### src/rtl/win_watchdog_pkg.sv
package win_watchdog_pkg;

   localparam logic [7:0] WDW_KEY    = 8'hAC;
   localparam logic [7:0] WDW_STATUS = 8'h9A;
   localparam int unsigned WDW_SPANS = 8;

   typedef struct packed {
      logic       warn_en;
      logic [1:0] win_sel;
      logic       run_en;
      logic [2:0] span_sel;
      logic       stby_run;
   } wdw_cfg_t;

   // exponent of the overflow limit for each select code
   function automatic int unsigned span_exp(input logic [2:0] sel);
      case (sel)
         3'd0:    span_exp = 7;
         3'd1:    span_exp = 8;
         3'd2:    span_exp = 9;
         3'd3:    span_exp = 10;
         3'd4:    span_exp = 12;
         3'd5:    span_exp = 14;
         3'd6:    span_exp = 15;
         default: span_exp = 17;
      endcase
   endfunction

endpackage

### src/rtl/wdw_cfg_hold.sv
module wdw_cfg_hold
   import win_watchdog_pkg::*;
(
   input  logic       clk,
   input  logic       rst_n,
   input  logic [7:0] cfg_byte,
   input  logic       reload,
   output wdw_cfg_t   cfg,
   output logic       loading
);

   always_ff @(posedge clk) begin
      if (!rst_n) begin
         loading <= 1'b1;
         cfg     <= '0;
      end else if (reload) begin
         loading <= 1'b1;
      end else if (loading) begin
         cfg     <= wdw_cfg_t'(cfg_byte);
         loading <= 1'b0;
      end
   end

   AST_CFG_FROZEN: assert property (@(posedge clk) disable iff (!rst_n)
      !loading |=> $stable(cfg)) else $error("cfg changed outside load");

endmodule

### src/rtl/wdw_thresholds.sv
module wdw_thresholds
   import win_watchdog_pkg::*;
#(
   parameter int unsigned CNT_W = 20
) (
   input  logic             clk,
   input  logic             rst_n,
   input  logic [CNT_W-1:0] cnt,
   input  logic [2:0]       span_sel,
   input  logic [1:0]       win_sel,
   output logic             at_last,
   output logic             at_warn,
   output logic             win_open
);

   logic [CNT_W-1:0] lim_tab [WDW_SPANS];

   for (genvar g = 0; g < WDW_SPANS; g++) begin : g_lim
      assign lim_tab[g] = CNT_W'(1) << span_exp(3'(g));
   end

   logic [CNT_W-1:0] limit, quarter, warn_thr, open_len;

   always_comb begin
      limit    = lim_tab[span_sel];
      quarter  = limit >> 2;
      warn_thr = limit - quarter;
      open_len = quarter * ({{(CNT_W-2){1'b0}}, win_sel} + CNT_W'(1));
      at_last  = (cnt == limit - CNT_W'(1));
      at_warn  = (cnt == warn_thr - CNT_W'(1));
      win_open = (cnt >= limit - open_len);
   end

   AST_CNT_IN_RANGE: assert property (@(posedge clk) disable iff (!rst_n)
      cnt < limit) else $error("count reached limit");

endmodule

### src/rtl/wdw_counter.sv
module wdw_counter #(
   parameter int unsigned CNT_W = 20
) (
   input  logic             clk,
   input  logic             rst_n,
   input  logic             step,
   input  logic             clr,
   output logic [CNT_W-1:0] cnt
);

   always_ff @(posedge clk) begin
      if (!rst_n)     cnt <= '0;
      else if (clr)   cnt <= '0;
      else if (step)  cnt <= cnt + CNT_W'(1);
   end

endmodule

### src/rtl/wdw_key_check.sv
module wdw_key_check
   import win_watchdog_pkg::*;
(
   input  logic       armed,
   input  logic       wr_en,
   input  logic [7:0] wr_data,
   input  logic       win_open,
   output logic       key_good,
   output logic       key_fault
);

   logic is_key;

   always_comb begin
      is_key    = (wr_data == WDW_KEY);
      key_good  = armed && wr_en && is_key && win_open;
      key_fault = armed && wr_en && (!is_key || !win_open);
   end

endmodule

### src/rtl/win_watchdog.sv
module win_watchdog
   import win_watchdog_pkg::*;
#(
   parameter int unsigned CNT_W = 20
) (
   input  logic       clk,
   input  logic       rst_n,
   input  logic       slow_tick,
   input  logic       standby,
   input  logic [7:0] cfg_byte,
   input  logic       wr_en,
   input  logic [7:0] wr_data,
   output logic [7:0] rd_data,
   output logic       rst_req,
   output logic       warn_irq
);

   if (CNT_W < 18) begin : g_width_bad
      $error("CNT_W must hold the largest limit of 2^17");
   end

   wdw_cfg_t         cfg;
   logic             loading, armed, step, clr, trip, warn_hit;
   logic             at_last, at_warn, win_open, key_good, key_fault;
   logic [CNT_W-1:0] cnt;

   wdw_cfg_hold u_cfg (
      .clk(clk), .rst_n(rst_n), .cfg_byte(cfg_byte),
      .reload(trip), .cfg(cfg), .loading(loading)
   );

   wdw_thresholds #(.CNT_W(CNT_W)) u_thr (
      .clk(clk), .rst_n(rst_n), .cnt(cnt),
      .span_sel(cfg.span_sel), .win_sel(cfg.win_sel),
      .at_last(at_last), .at_warn(at_warn), .win_open(win_open)
   );

   wdw_key_check u_key (
      .armed(armed), .wr_en(wr_en), .wr_data(wr_data),
      .win_open(win_open), .key_good(key_good), .key_fault(key_fault)
   );

   always_comb begin
      armed    = !loading && cfg.run_en;
      step     = armed && slow_tick && (!standby || cfg.stby_run);
      trip     = (step && at_last) || key_fault;
      clr      = trip || key_good || !armed;
      warn_hit = step && at_warn && !trip && !key_good && cfg.warn_en;
   end

   wdw_counter #(.CNT_W(CNT_W)) u_cnt (
      .clk(clk), .rst_n(rst_n), .step(step), .clr(clr), .cnt(cnt)
   );

   always_ff @(posedge clk) begin
      if (!rst_n) begin
         rst_req  <= 1'b0;
         warn_irq <= 1'b0;
      end else begin
         rst_req  <= trip;
         warn_irq <= warn_hit;
      end
   end

   assign rd_data = WDW_STATUS;

   AST_REQ_PULSE: assert property (@(posedge clk) disable iff (!rst_n)
      rst_req |=> !rst_req) else $error("reset request too long");
   AST_WARN_PULSE: assert property (@(posedge clk) disable iff (!rst_n)
      warn_irq |=> !warn_irq) else $error("warning too long");
   AST_WARN_GATED: assert property (@(posedge clk) disable iff (!rst_n)
      warn_irq |-> cfg.warn_en) else $error("warning while disabled");
   AST_REQ_RELOADS: assert property (@(posedge clk) disable iff (!rst_n)
      rst_req |-> (loading && cnt == '0)) else $error("no restart after request");
   AST_STBY_HOLD: assert property (@(posedge clk) disable iff (!rst_n)
      (standby && !cfg.stby_run && !clr) |=> $stable(cnt)) else $error("count moved in standby");
   AST_IDLE_ZERO: assert property (@(posedge clk) disable iff (!rst_n)
      (!cfg.run_en && !loading) |-> cnt == '0) else $error("count while disabled");
   AST_IDLE_SILENT: assert property (@(posedge clk) disable iff (!rst_n)
      (!cfg.run_en && !loading) |=> !rst_req) else $error("request while disabled");

endmodule

### config.mk
export PLATFORM = sky130hd
export DESIGN_NAME = win_watchdog
export DESIGN_NICKNAME = d
export VERILOG_FILES = /design/src/rtl/win_watchdog_pkg.sv /design/src/rtl/wdw_cfg_hold.sv /design/src/rtl/wdw_thresholds.sv /design/src/rtl/wdw_counter.sv /design/src/rtl/wdw_key_check.sv /design/src/rtl/win_watchdog.sv
export SDC_FILE = /design/constraint.sdc
export NUM_CORES = 1
export LEC_CHECK = 0
export ABC_AREA = 0
export BUFFER_PORTS_ARGS = -buffer_cell sky130_fd_sc_hd__buf_2
export CORE_ASPECT_RATIO = 0.5
export CORE_MARGIN = 2
export CORE_UTILIZATION = 40
export DETAILED_ROUTE_END_ITERATION = 16
export SLEW_MARGIN = 30
export SYNTH_ARGS = -nofsm -noshare
export SYNTH_HDL_FRONTEND = slang
export SYNTH_SLANG_ARGS = --single-unit
### constraint.sdc
create_clock -name clk -period 6.2 [get_ports clk]
set_input_delay 1.24 -clock clk [delete_from_list [all_inputs] [get_ports clk]]
set_output_delay 1.24 -clock clk [all_outputs]
set_load 0.01 [all_outputs]
==> reports/qor.csv, run 1 <==
metric;value;unit
result of the run;completed;
Setup Fix Bufs, Post-CTS;0;
Worst Max-Slew Pin Slew;0.816;ns
H-tree Lvls;2;
share of final-layout standard cells stronger than drive strength 1;14.2;%
number of synthesized flops with an enable pin;0;
clk sink count;31;
clock insertion delay at the later pin of the skew report;0.28;ns
Root Buffer Master;sky130_fd_sc_hd__clkbuf_16;
Final Instance Count excl. Fillers;649;
data required time of the critical path;6.34;ns
total area of multi-input combinational cells;3050;um2
DR pass1 iterations;5;
via-per-instance ratio;5.42;
sequential cell area in the final layout;621;um2
GR met1 Demand/Resource;27.0;%
sequential area share after synthesis;15.5;%
# Max-Cap Violations;0;
Global Route met3 Usage;1.70;%
library cell with the largest summed area after synthesis;sky130_fd_sc_hd__dfxtp_1;
Die Footprint;10900;um2
clock tree from TritonCTS;built;
unrepaired setup endpoints after global routing;false;
count of vias placed by the detailed router;3516;
fmax;181;MHz
number of violations reported at the end of detailed-routing iteration 0;223;
Hold Path Class;register to register;
number of hold buffers added after CTS;0;
start-to-end type of the worst setup path;register to register;
number of global-route vias before repair;3316;
Crit Path Max Fanout;16;
Remaining Overflow, GRT;0;
routability congestion estimate;0.870;
Final #Nets;590;
Total Routing Usage GR;18.7;%
Clk pin slew, worst setup/hold paths;0.05;ns
flip-flop and latch count after synthesis;31;
post-DR wirelength/cell;15.2;um
ys flop type;sky130_fd_sc_hd__dfxtp_1;
arrival time at the worst endpoint;5.68;ns
leakage power;1.88;nW
post-cts resize count;0;
most common cell after layout, fill and taps aside;sky130_fd_sc_hd__ha_1;
initial antenna violation count;0;
final worst path period need;5.53;ns
Syn. warnings;0;
area growth from synthesis to layout;7.31;%
Final TNS setup;0;ns
post-synthesis instance area;4010;um2
number of placed instances with taps included;641;
global-route wire length before repair;16400;um
Cell Area, Placed;4160;um2
top cell type's share of synthesized area;15.5;%
initial core utilization;41.7;%
post-detailed-route count of antenna-violating nets;0;
synthesized instance count;503;
cell count of the worst reg-to-reg path;21;
maximum number of pins on one net before global-route repair;28;
Final Routed Wirelength;9870;um
fraction of synthesis flops using an asynchronous set or reset pin;0;%
top post-synthesis cells by area;sky130_fd_sc_hd__dfxtp_1 (15%), sky130_fd_sc_hd__ha_1 (15%), sky130_fd_sc_hd__xnor2_1 (5.2%), sky130_fd_sc_hd__fa_1 (4.0%), sky130_fd_sc_hd__inv_1 (3.9%);
skew final;0.00880;ns
average cell area after synthesis;7.97;um2
antenna cell count;0;
Worst setup SP type;register;
most frequent cells in the layout;sky130_fd_sc_hd__ha_1 (48), sky130_fd_sc_hd__inv_1 (42), sky130_fd_sc_hd__nor2_1 (40), sky130_fd_sc_hd__dfxtp_1 (31), sky130_fd_sc_hd__xnor2_1 (24);
period utilisation layout;89.2;%
horizontal die dimension;146;um
Hold Path Depth;2;
die outline height;74.8;um
Core Footprint;9600;um2
count of endpoints failing hold in the final timing report;0;
Remaining DRCs;0;
cell area after layout;4300;um2
grt met2 use;30.8;%
Pwr Density;174;nW/um2
max-slew headroom at the worst pin;44.8;%
Fill cells;971;
Peak supply drop;0.102;mV
Std-Cell Rows;25;
boundary pin count;31;
max-slew violation total from the final report;0;
post-detail-place hpwl;7810;um
total setup violations reported at the end of the flow;0;
number of clock buffers inserted by TritonCTS;5;
largest buffer count on any clock path;2;
number of distinct standard cells referenced by the synthesized netlist;71;
peak-usage layer in the global routing report;met2;
port bufs;22;
kind of end point of the critical path;register;
[kinds of logic after synthesis]
| kind of cell | share of synthesized area [%] |
|---|---|
| AO/OA/AOI/OAI | 17.2 |
| XOR/XNOR | 8.74 |
| adder cells (fa/ha/maj) | 19.0 |
| buffers and inverters | 9.09 |
| flip-flops | 15.5 |
| multiplexers | 3.25 |
| other | 0.187 |
| AND/OR/NAND/NOR | 27.1 |
[path summary, 6_finish.rpt]
check                from       endpoint  slack, ns
min reg2reg  u_cfg.cfg[0]   u_cfg.cfg[0]       0.49
min          u_cfg.cfg[0]   u_cfg.cfg[0]       0.49
max reg2reg  u_cfg.cfg[1]  u_cfg.loading       0.67
max          u_cfg.cfg[1]  u_cfg.loading       0.67
[state kept, by name, indices dropped and copies added, names as in the netlist]
name,cells
u_cnt.cnt,20
u_cfg.cfg,8
rst_req,1
u_cfg.loading,1
warn_irq,1
[routing by layer]
metal  vias to the layer above  part of all wire, %
met5                         -                    0
met1                      1632                   52
li1                       1774                    -
met2                       100                   42
met3                        10                  4.7
met4                         0                 0.86
[power by group]
part | switching (mW) | total (mW) | internal (mW)
Combinational | 0.171 | 0.306 | 0.135
Sequential | 0.00603 | 0.209 | 0.203
Clock | 0.0846 | 0.232 | 0.148
Total | 0.262 | 0.748 | 0.486
[final cells by class]
| class | count | area share, % |
|---|---|---|
| sequential | 31 | 14.4 |
| tap | 135 | 3.93 |
| clock inverter | 2 | 0.291 |
| timing repair buffer | 27 | 3.43 |
| multi-input combinational | 403 | 71.0 |
| clock buffer | 6 | 3.00 |
| inverter | 45 | 3.93 |
[per-stage QoR]
step           setup WS (ns)  power (mW)  hold WS, ns  util [%]
2_1_floorplan           1.19       0.458        0.451         -
3_3_place_gp           0.831       0.514        0.476      43.3
3_5_place_dp           0.717       0.516        0.488      43.3
4_1_cts                0.717       0.749        0.500      44.8
5_1_grt                0.371       0.802        0.535      44.8
6_report               0.668       0.748        0.490      44.8
[cells in the mapped netlist, drive strengths merged (3+ instances only)]
| library cell | count |
|---|---|
| a21o | 8 |
| nor4 | 3 |
| mux2i | 13 |
| dfxtp | 31 |
| a21boi | 3 |
| a21oi | 19 |
| o21a | 6 |
| xor2 | 16 |
| a211oi | 5 |
| and3 | 17 |
| nand2b | 10 |
| clkbuf | 14 |
| ha | 48 |
| nand2 | 19 |
| nor3b | 4 |
| o211ai | 6 |
| nand3 | 20 |
| nor2b | 7 |
| o22ai | 3 |
| a22oi | 3 |
| xnor2 | 24 |
| nor4b | 3 |
| nor2 | 60 |
| a221oi | 3 |
| o21ai | 18 |
| nand4 | 8 |
| a31o | 3 |
| fa | 8 |
| nor3 | 15 |
| inv | 45 |
| and2 | 7 |
| buf | 18 |
[critical path, cell delays in order (launching register included)]
cell and delay (ns):
sky130_fd_sc_hd__dfxtp_1 0.40, sky130_fd_sc_hd__buf_4 0.23, sky130_fd_sc_hd__or3b_2 0.51, sky130_fd_sc_hd__or2_2 0.31, sky130_fd_sc_hd__fa_1 0.50, sky130_fd_sc_hd__inv_1 0.06
sky130_fd_sc_hd__fa_1 0.53, sky130_fd_sc_hd__inv_1 0.06, sky130_fd_sc_hd__ha_1 0.38, sky130_fd_sc_hd__nor2b_1 0.16, sky130_fd_sc_hd__o21a_1 0.16, sky130_fd_sc_hd__o211ai_1 0.19
sky130_fd_sc_hd__a21oi_1 0.11, sky130_fd_sc_hd__or4b_1 0.47, sky130_fd_sc_hd__o311a_1 0.14, sky130_fd_sc_hd__ha_1 0.29, sky130_fd_sc_hd__nand4_1 0.09, sky130_fd_sc_hd__nor3_1 0.16
sky130_fd_sc_hd__o21ai_0 0.10, sky130_fd_sc_hd__o211ai_1 0.19, sky130_fd_sc_hd__o311a_4 0.29, sky130_fd_sc_hd__a21oi_2 0.05
No activity file was read; power rests on OpenSTA's default activity.
==> run 2: changes to the inputs <==
ABC_AREA = 1   (was 0)
==> run 2 against run 1 <==
Against the previous run: via count increased by 14%; sequential share of layout area decreased by 0.10 points; worst hold slack lost 0.040 ns; critical path depth up 3; die area fell by 0.27%; clock-buffer cell count is the same; register-to-register slack better by 0.64 ns; first-iteration DRC count rose by 11%.
==> reports/qor.csv, run 2 <==
metric;value;unit;change
Std-Cell Rows;25;;unchanged
maximum number of pins on one net before global-route repair;21;;-25%
Hold Path Class;register to register;;
port bufs;22;;unchanged
skew final;0.00283;ns;-0.00597 ns
fmax;204;MHz;+13%
Worst Max-Slew Pin Slew;0.602;ns;-0.214 ns
data required time of the critical path;6.41;ns;+0.07 ns
post-synthesis instance area;4000;um2;-0.28%
clock tree from TritonCTS;built;;
routability congestion estimate;0.938;;+7.8%
Crit Path Max Fanout;14;;-2
Setup Fix Bufs, Post-CTS;0;;unchanged
library cell with the largest summed area after synthesis;sky130_fd_sc_hd__nand2_1;;
post-cts resize count;0;;unchanged
start-to-end type of the worst setup path;register to register;;
number of distinct standard cells referenced by the synthesized netlist;32;;-55%
Peak supply drop;0.0911;mV;-11%
Final TNS setup;0;ns;unchanged
boundary pin count;31;;unchanged
Crit path top cell by count;sky130_fd_sc_hd__nand2_1;;
horizontal die dimension;145;um;-0.14%
most common cell after layout, fill and taps aside;sky130_fd_sc_hd__nand2_1;;
Fill cells;1096;;+13%
max-slew violation total from the final report;0;;unchanged
# Max-Cap Violations;0;;unchanged
unrepaired setup endpoints after global routing;false;;
Total Routing Usage GR;21.8;%;+3.0 points
top cell type's share of synthesized area;17.7;%;+2.2 points
initial core utilization;41.8;%;about the same
H-tree Lvls;2;;unchanged
critical-path cell list;inv_2 -> nand3_1 -> inv_1 -> nand2_1 -> fa_1 -> inv_1 -> fa_1 -> inv_1 -> ha_1 -> nand2_1 -> o21ai_0 -> a31oi_1 -> o21ai_0 -> xnor2_1 -> ha_1 -> nand2_1 -> nand2_1 -> nand2_1 -> nand2_1 -> a21oi_1 -> nand3_1 -> nand2_1 -> nand2_1 -> a21oi_1;;
synthesized instance count;662;;+32%
number of synthesized flops with an enable pin;0;;unchanged
GR met1 Demand/Resource;33.1;%;+6.1 points
max FFs per register;20;;unchanged
period utilisation layout;79.0;%;-10 points
post-detailed-route count of antenna-violating nets;0;;unchanged
clock insertion delay at the later pin of the skew report;0.28;ns;about the same
number of placed instances with taps included;810;;+26%
antenna cell count;0;;unchanged
post-route worst hold slack;0.450;ns;-0.0404 ns
average cell area after synthesis;6.04;um2;-24%
number of hold buffers added after CTS;0;;unchanged
sequential area share after synthesis;15.5;%;+0.044 points
Core Footprint;9570;um2;-0.33%
overall power of the completed layout;0.794;mW;+6.2%
most frequently used cell type in the post-synthesis netlist;sky130_fd_sc_hd__nand2_1;;
Top Registers;u_cnt.cnt: 20 flops, u_cfg.cfg: 8 flops;;
leakage power;2.20;nW;+17%
flip-flop and latch count after synthesis;31;;unchanged
Syn. warnings;0;;unchanged
Remaining Overflow, GRT;0;;unchanged
fraction of synthesis flops using an asynchronous set or reset pin;0;%;unchanged
area growth from synthesis to layout;8.36;%;
Final Routed Wirelength;10900;um;+10%
number of violations reported at the end of detailed-routing iteration 0;248;;+11%
via-per-instance ratio;4.90;;-9.6%
share of final-layout standard cells stronger than drive strength 1;7.17;%;-7.0 points
top post-synthesis cells by area;sky130_fd_sc_hd__nand2_1 (18%), sky130_fd_sc_hd__dfxtp_1 (16%), sky130_fd_sc_hd__ha_1 (15%), sky130_fd_sc_hd__nor2_1 (9.1%), sky130_fd_sc_hd__inv_1 (8.9%);;
count of endpoints failing hold in the final timing report;0;;unchanged
least setup slack across all paths after layout;1.30;ns;+0.636 ns
result of the run;completed;;
number of global-route vias before repair;3731;;+13%
post-DR wirelength/cell;13.3;um;-13%
largest buffer count on any clock path;2;;unchanged
post-detail-place hpwl;8890;um;+14%
Pwr Density;183;nW/um2;+5.4%
count of vias placed by the detailed router;4007;;+14%
Final #Nets;759;;+29%
Final Instance Count excl. Fillers;818;;+26%
standard cell with the maximum stage delay on the critical path;sky130_fd_sc_hd__fa_1;;
number of clock buffers inserted by TritonCTS;5;;unchanged
setup slack at placement;1.36;ns;+0.642 ns
most flop-heavy register;u_cnt.cnt;;
die outline height;74.7;um;-0.13%
final worst path period need;4.90;ns;-0.636 ns
grt met2 use;32.6;%;+1.8 points
Die Footprint;10900;um2;-0.27%
peak-usage layer in the global routing report;met1;;
Remaining DRCs;0;;unchanged
arrival time at the worst endpoint;5.11;ns;-0.57 ns
max-slew headroom at the worst pin;59.8;%;+15 points
total setup violations reported at the end of the flow;0;;unchanged
maximum single-stage delay on the critical path;0.53;ns;about the same
kind of end point of the critical path;register;;
Worst setup SP type;register;;
DR pass1 iterations;5;;unchanged
clk sink count;31;;unchanged
initial antenna violation count;0;;unchanged
most frequent cells in the layout;sky130_fd_sc_hd__nand2_1 (188), sky130_fd_sc_hd__nor2_1 (97), sky130_fd_sc_hd__inv_1 (95), sky130_fd_sc_hd__ha_1 (48), sky130_fd_sc_hd__nand3_1 (46);;
global-route wire length before repair;18600;um;+13%
Root Buffer Master;sky130_fd_sc_hd__clkbuf_16;;
Clk pin slew, worst setup/hold paths;0.05;ns;about the same
Global Route met3 Usage;2.97;%;+1.3 points
most used standard cells in the synthesized netlist;sky130_fd_sc_hd__nand2_1 (188), sky130_fd_sc_hd__nor2_1 (97), sky130_fd_sc_hd__inv_1 (95), sky130_fd_sc_hd__ha_1 (48), sky130_fd_sc_hd__nand3_1 (46);;
ys flop type;sky130_fd_sc_hd__dfxtp_1;;
==> run 2: cell types whose count changed in the layout (fill, tap and decap cells not counted), moves of 15 or more <==
cell                      change
sky130_fd_sc_hd__nor2_2      -16
sky130_fd_sc_hd__nand2_1    +169
sky130_fd_sc_hd__xnor2_1     -20
sky130_fd_sc_hd__nor2_1      +57
sky130_fd_sc_hd__and3_1      -16
sky130_fd_sc_hd__nand3_1     +26
sky130_fd_sc_hd__a21oi_1     +15
sky130_fd_sc_hd__inv_1       +53
==> run 2: power breakdown <==
group,switching [mW],total [mW],internal (mW),leakage (nW)
sequential,0.00922,0.213,0.204,0.252
combinational,0.220,0.341,0.122,1.88
clock,0.0915,0.239,0.148,0.0669
total,0.320,0.794,0.473,2.20
==> run 2: area by class of cell <==
type,instances,area [um2],area share [%]
tap,135,169,3.90
clock inverter,2,12.5,0.289
clock buffer,6,129,2.98
sequential,31,621,14.3
timing repair buffer,22,110,2.54
inverter,100,375,8.67
multi-input combinational,522,2910,67.3
==> run 2: final timing paths <==
check	start	slack [ns]	endpoint	cells past startpoint
setup / recovery	u_cfg.cfg[3]	1.30	rst_req	24
hold / removal	u_cfg.cfg[0]	0.45	u_cfg.cfg[0]	2
setup reg to reg	u_cfg.cfg[3]	1.30	rst_req	24
hold reg to reg	u_cfg.cfg[0]	0.45	u_cfg.cfg[0]	2
==> run 2: through the flow <==
step | util (%) | area, um2
3_3_place_gp | 43.8 | 4190
6_report | 45.2 | 4330
4_1_cts | 45.2 | 4330
5_1_grt | 45.2 | 4330
3_5_place_dp | 43.8 | 4190
2_1_floorplan | - | 4030
==> run 2: cells by family (layout without fill, tap and decap cells) <==
| logic type | Yosys count | in the layout | share of synthesized area (%) |
|---|---|---|---|
| compound gates | 54 | 54 | 6.98 |
| xor+xnor | 28 | 28 | 6.14 |
| fa+ha+maj | 56 | 56 | 19.0 |
| buf+inv | 117 | 130 | 12.3 |
| flops | 31 | 31 | 15.5 |
| other cells | 2 | 10 | 0.188 |
| simple gates | 374 | 374 | 39.8 |
==> run 2: routing by layer <==
layer / vias to the layer above / share of wire, %
met4: 0 / 1.5
met1: 1770 / 54
met2: 113 / 39
met3: 16 / 6.1
met5: - / 0
li1: 2108 / -
==> run 2: critical path, delay by kind of cell, from the launching register on <==
family                     cells  cell delay, ns
buffers and inverters          4            0.51
and+or+nand+nor               10            0.95
DFF                            1            0.50
adders and majority gates      4            1.66
xor gates and xnor gates       1            0.17
AOI/OAI and AO/OA              5            1.04
==> run 3: changes to the inputs <==
clock period = 4.88 ns   (was 6.2 ns; I/O delays follow)
==> run 3 against run 2 <==
Against the previous run: sequential share of layout area is 0.11 points lower; design area is 1.2% higher; clock power is 32% higher; die area stayed put; final cell count is 0.61% higher; register-to-register slack worse by 0.83 ns; global-route usage is 0.33 points lower; non-clock buffer count is 5 higher; clock skew is 0.00057 ns higher; worst setup slack worse by 0.83 ns; critical path depth stayed put; worst hold slack better by 0.0085 ns; critical path type unchanged; highest routed layer unchanged.
==> reports/qor.csv, run 3 (same netlist as run 2, synthesis figures left out) <==
metric;value;unit;change
post-detail-place hpwl;8910;um;+0.28%
Crit Path Max Fanout;7;;-7
Final Instance Count excl. Fillers;823;;+0.61%
initial core utilization;41.8;%;unchanged
kind of end point of the critical path;register;;
DR pass1 iterations;6;;+1
most common cell after layout, fill and taps aside;sky130_fd_sc_hd__nand2_1;;
Hold Path Class;register to register;;
Pwr Density;235;nW/um2;+28%
post-DR wirelength/cell;13.3;um;about the same
max-slew violation total from the final report;0;;unchanged
die outline height;74.7;um;unchanged
routability congestion estimate;0.933;;-0.52%
most frequent cells in the layout;sky130_fd_sc_hd__nand2_1 (188), sky130_fd_sc_hd__nor2_1 (97), sky130_fd_sc_hd__inv_1 (94), sky130_fd_sc_hd__ha_1 (48), sky130_fd_sc_hd__nand3_1 (46);;
horizontal die dimension;145;um;unchanged
clock tree from TritonCTS;built;;
initial antenna violation count;0;;unchanged
period utilisation layout;90.3;%;+11 points
boundary pin count;31;;unchanged
share of final-layout standard cells stronger than drive strength 1;8.43;%;+1.3 points
global-route wire length before repair;18400;um;-1.2%
standard cell with the maximum stage delay on the critical path;sky130_fd_sc_hd__fa_1;;
Top Registers;u_cnt.cnt: 20 flops, u_cfg.cfg: 8 flops;;
critical-path cell list;ha_1 -> nand2_1 -> fa_1 -> inv_1 -> fa_1 -> inv_1 -> ha_1 -> a21oi_1 -> nand2_1 -> a21oi_1 -> o21ai_0 -> nand2_1 -> nand2_1 -> xor2_1 -> ha_1 -> nand2_1 -> inv_1 -> nand3_1 -> nor3_1 -> nand2_1 -> nand3_1 -> nand2_1 -> nand2_1 -> nand3_1;;
Peak supply drop;0.120;mV;+32%
fmax;227;MHz;+11%
cell family with most CP delay;adder cells;;
Final Routed Wirelength;11000;um;+0.71%
Core Footprint;9570;um2;unchanged
number of clock buffers inserted by TritonCTS;5;;unchanged
via-per-instance ratio;4.94;;+0.93%
setup slack at placement;0.258;ns;-1.10 ns
least setup slack across all paths after layout;0.474;ns;-0.830 ns
most flop-heavy register;u_cnt.cnt;;
number of global-route vias before repair;3795;;+1.7%
arrival time at the worst endpoint;4.57;ns;-0.54 ns
number of violations reported at the end of detailed-routing iteration 0;302;;+22%
data required time of the critical path;5.05;ns;-1.36 ns
Remaining DRCs;0;;unchanged
Std-Cell Rows;25;;unchanged
Die Footprint;10900;um2;unchanged
Remaining Overflow, GRT;0;;unchanged
area growth from synthesis to layout;9.61;%;
Final TNS setup;0;ns;unchanged
largest buffer count on any clock path;2;;unchanged
post-detailed-route count of antenna-violating nets;0;;unchanged
final worst path period need;4.41;ns;-0.490 ns
Root Buffer Master;sky130_fd_sc_hd__clkbuf_16;;
port bufs;22;;unchanged
clock insertion delay at the later pin of the skew report;0.28;ns;about the same
count of vias placed by the detailed router;4069;;+1.5%
Buf+Inv Stages, Crit Path;3;;-1
leakage power;2.22;nW;+1.1%
# Max-Cap Violations;0;;unchanged
antenna cell count;0;;unchanged
Total Routing Usage GR;21.4;%;-0.33 points
Final #Nets;764;;+0.66%
skew final;0.00339;ns;+0.000566 ns
count of endpoints failing hold in the final timing report;0;;unchanged
start-to-end type of the worst setup path;register to register;;
number of placed instances with taps included;815;;+0.62%
overall power of the completed layout;1.03;mW;+29%
Crit path top cell by count;sky130_fd_sc_hd__nand2_1;;
H-tree Lvls;2;;unchanged
unrepaired setup endpoints after global routing;false;;
result of the run;completed;;
total setup violations reported at the end of the flow;0;;unchanged
maximum number of pins on one net before global-route repair;21;;unchanged
clk sink count;31;;unchanged
Worst setup SP type;register;;
max FFs per register;20;;unchanged
maximum single-stage delay on the critical path;0.52;ns;about the same
Clk pin slew, worst setup/hold paths;0.06;ns;about the same
[run 3: changes by cell type in the layout (fill, tap and decap cells not counted), sizes merged]
cell      delta
clkinvlp     +1
inv          +1
clkinv       -1
clkbuf       -1
buf          +5
[run 3: metrics by stage]
step,area (um2),utilization [%],hold WS (ns)
floorplan,4030,-,0.429
global placement,4230,44.2,0.443
detailed placement,4230,44.2,0.452
CTS,4380,45.7,0.460
global route,4380,45.8,0.479
finish,4380,45.8,0.459
[run 3: worst paths after layout]
check | from | to | slack (ns) | depth (start not counted)
min | u_cfg.cfg[0] | u_cfg.cfg[0] | 0.46 | 2
max | u_cfg.cfg[5] | u_cfg.loading | 0.47 | 24
min reg2reg | u_cfg.cfg[0] | u_cfg.cfg[0] | 0.46 | 2
max reg2reg | u_cfg.cfg[5] | u_cfg.loading | 0.47 | 24
[run 3: layer usage]
layer | track usage, % | up-vias | share of wire [%]
li1 | - | 2114 | -
met4 | 7.52 | 0 | 2.3
met5 | 0 | - | 0
met2 | 32.3 | 144 | 39
met1 | 30.6 | 1788 | 52
met3 | 4.61 | 23 | 7.4
[run 3: timing repair]
action | in CTS | in global routing
hold buffers | 0 | 0
endpoints found under the hold margin | 0 | 0
endpoints found under the setup margin | 0 | 2
setup buffers | 0 | 0
resized for setup | 0 | 5
[run 3: worst register-to-register path, delay by kind of cell, from the launching register on]
| kind | cells | cell delay [ns] |
|---|---|---|
| adder cells (fa/ha/maj) | 5 | 2.07 |
| AND/OR/NAND/NOR | 12 | 1.01 |
| AO/OA/AOI/OAI | 3 | 0.48 |
| flip-flops | 1 | 0.38 |
| XOR/XNOR | 1 | 0.18 |
| buffers and inverters | 3 | 0.16 |
[run 3: area by class of cell]
type | count | area [um2]
Clock inverter | 3 | 23.8
Fill cell | 1037 | 5190
Clock buffer | 5 | 125
Inverter | 100 | 378
Multi-Input combinational cell | 522 | 2910
Sequential cell | 31 | 623
Tap cell | 135 | 169
Timing Repair Buffer | 27 | 148
[run 3: power breakdown]
| group | internal [mW] | switching, mW | leakage, nW |
|---|---|---|---|
| clock network | 0.190 | 0.125 | 0.0664 |
| logic | 0.158 | 0.286 | 1.90 |
| registers | 0.259 | 0.00873 | 0.253 |
| total | 0.608 | 0.420 | 2.22 |
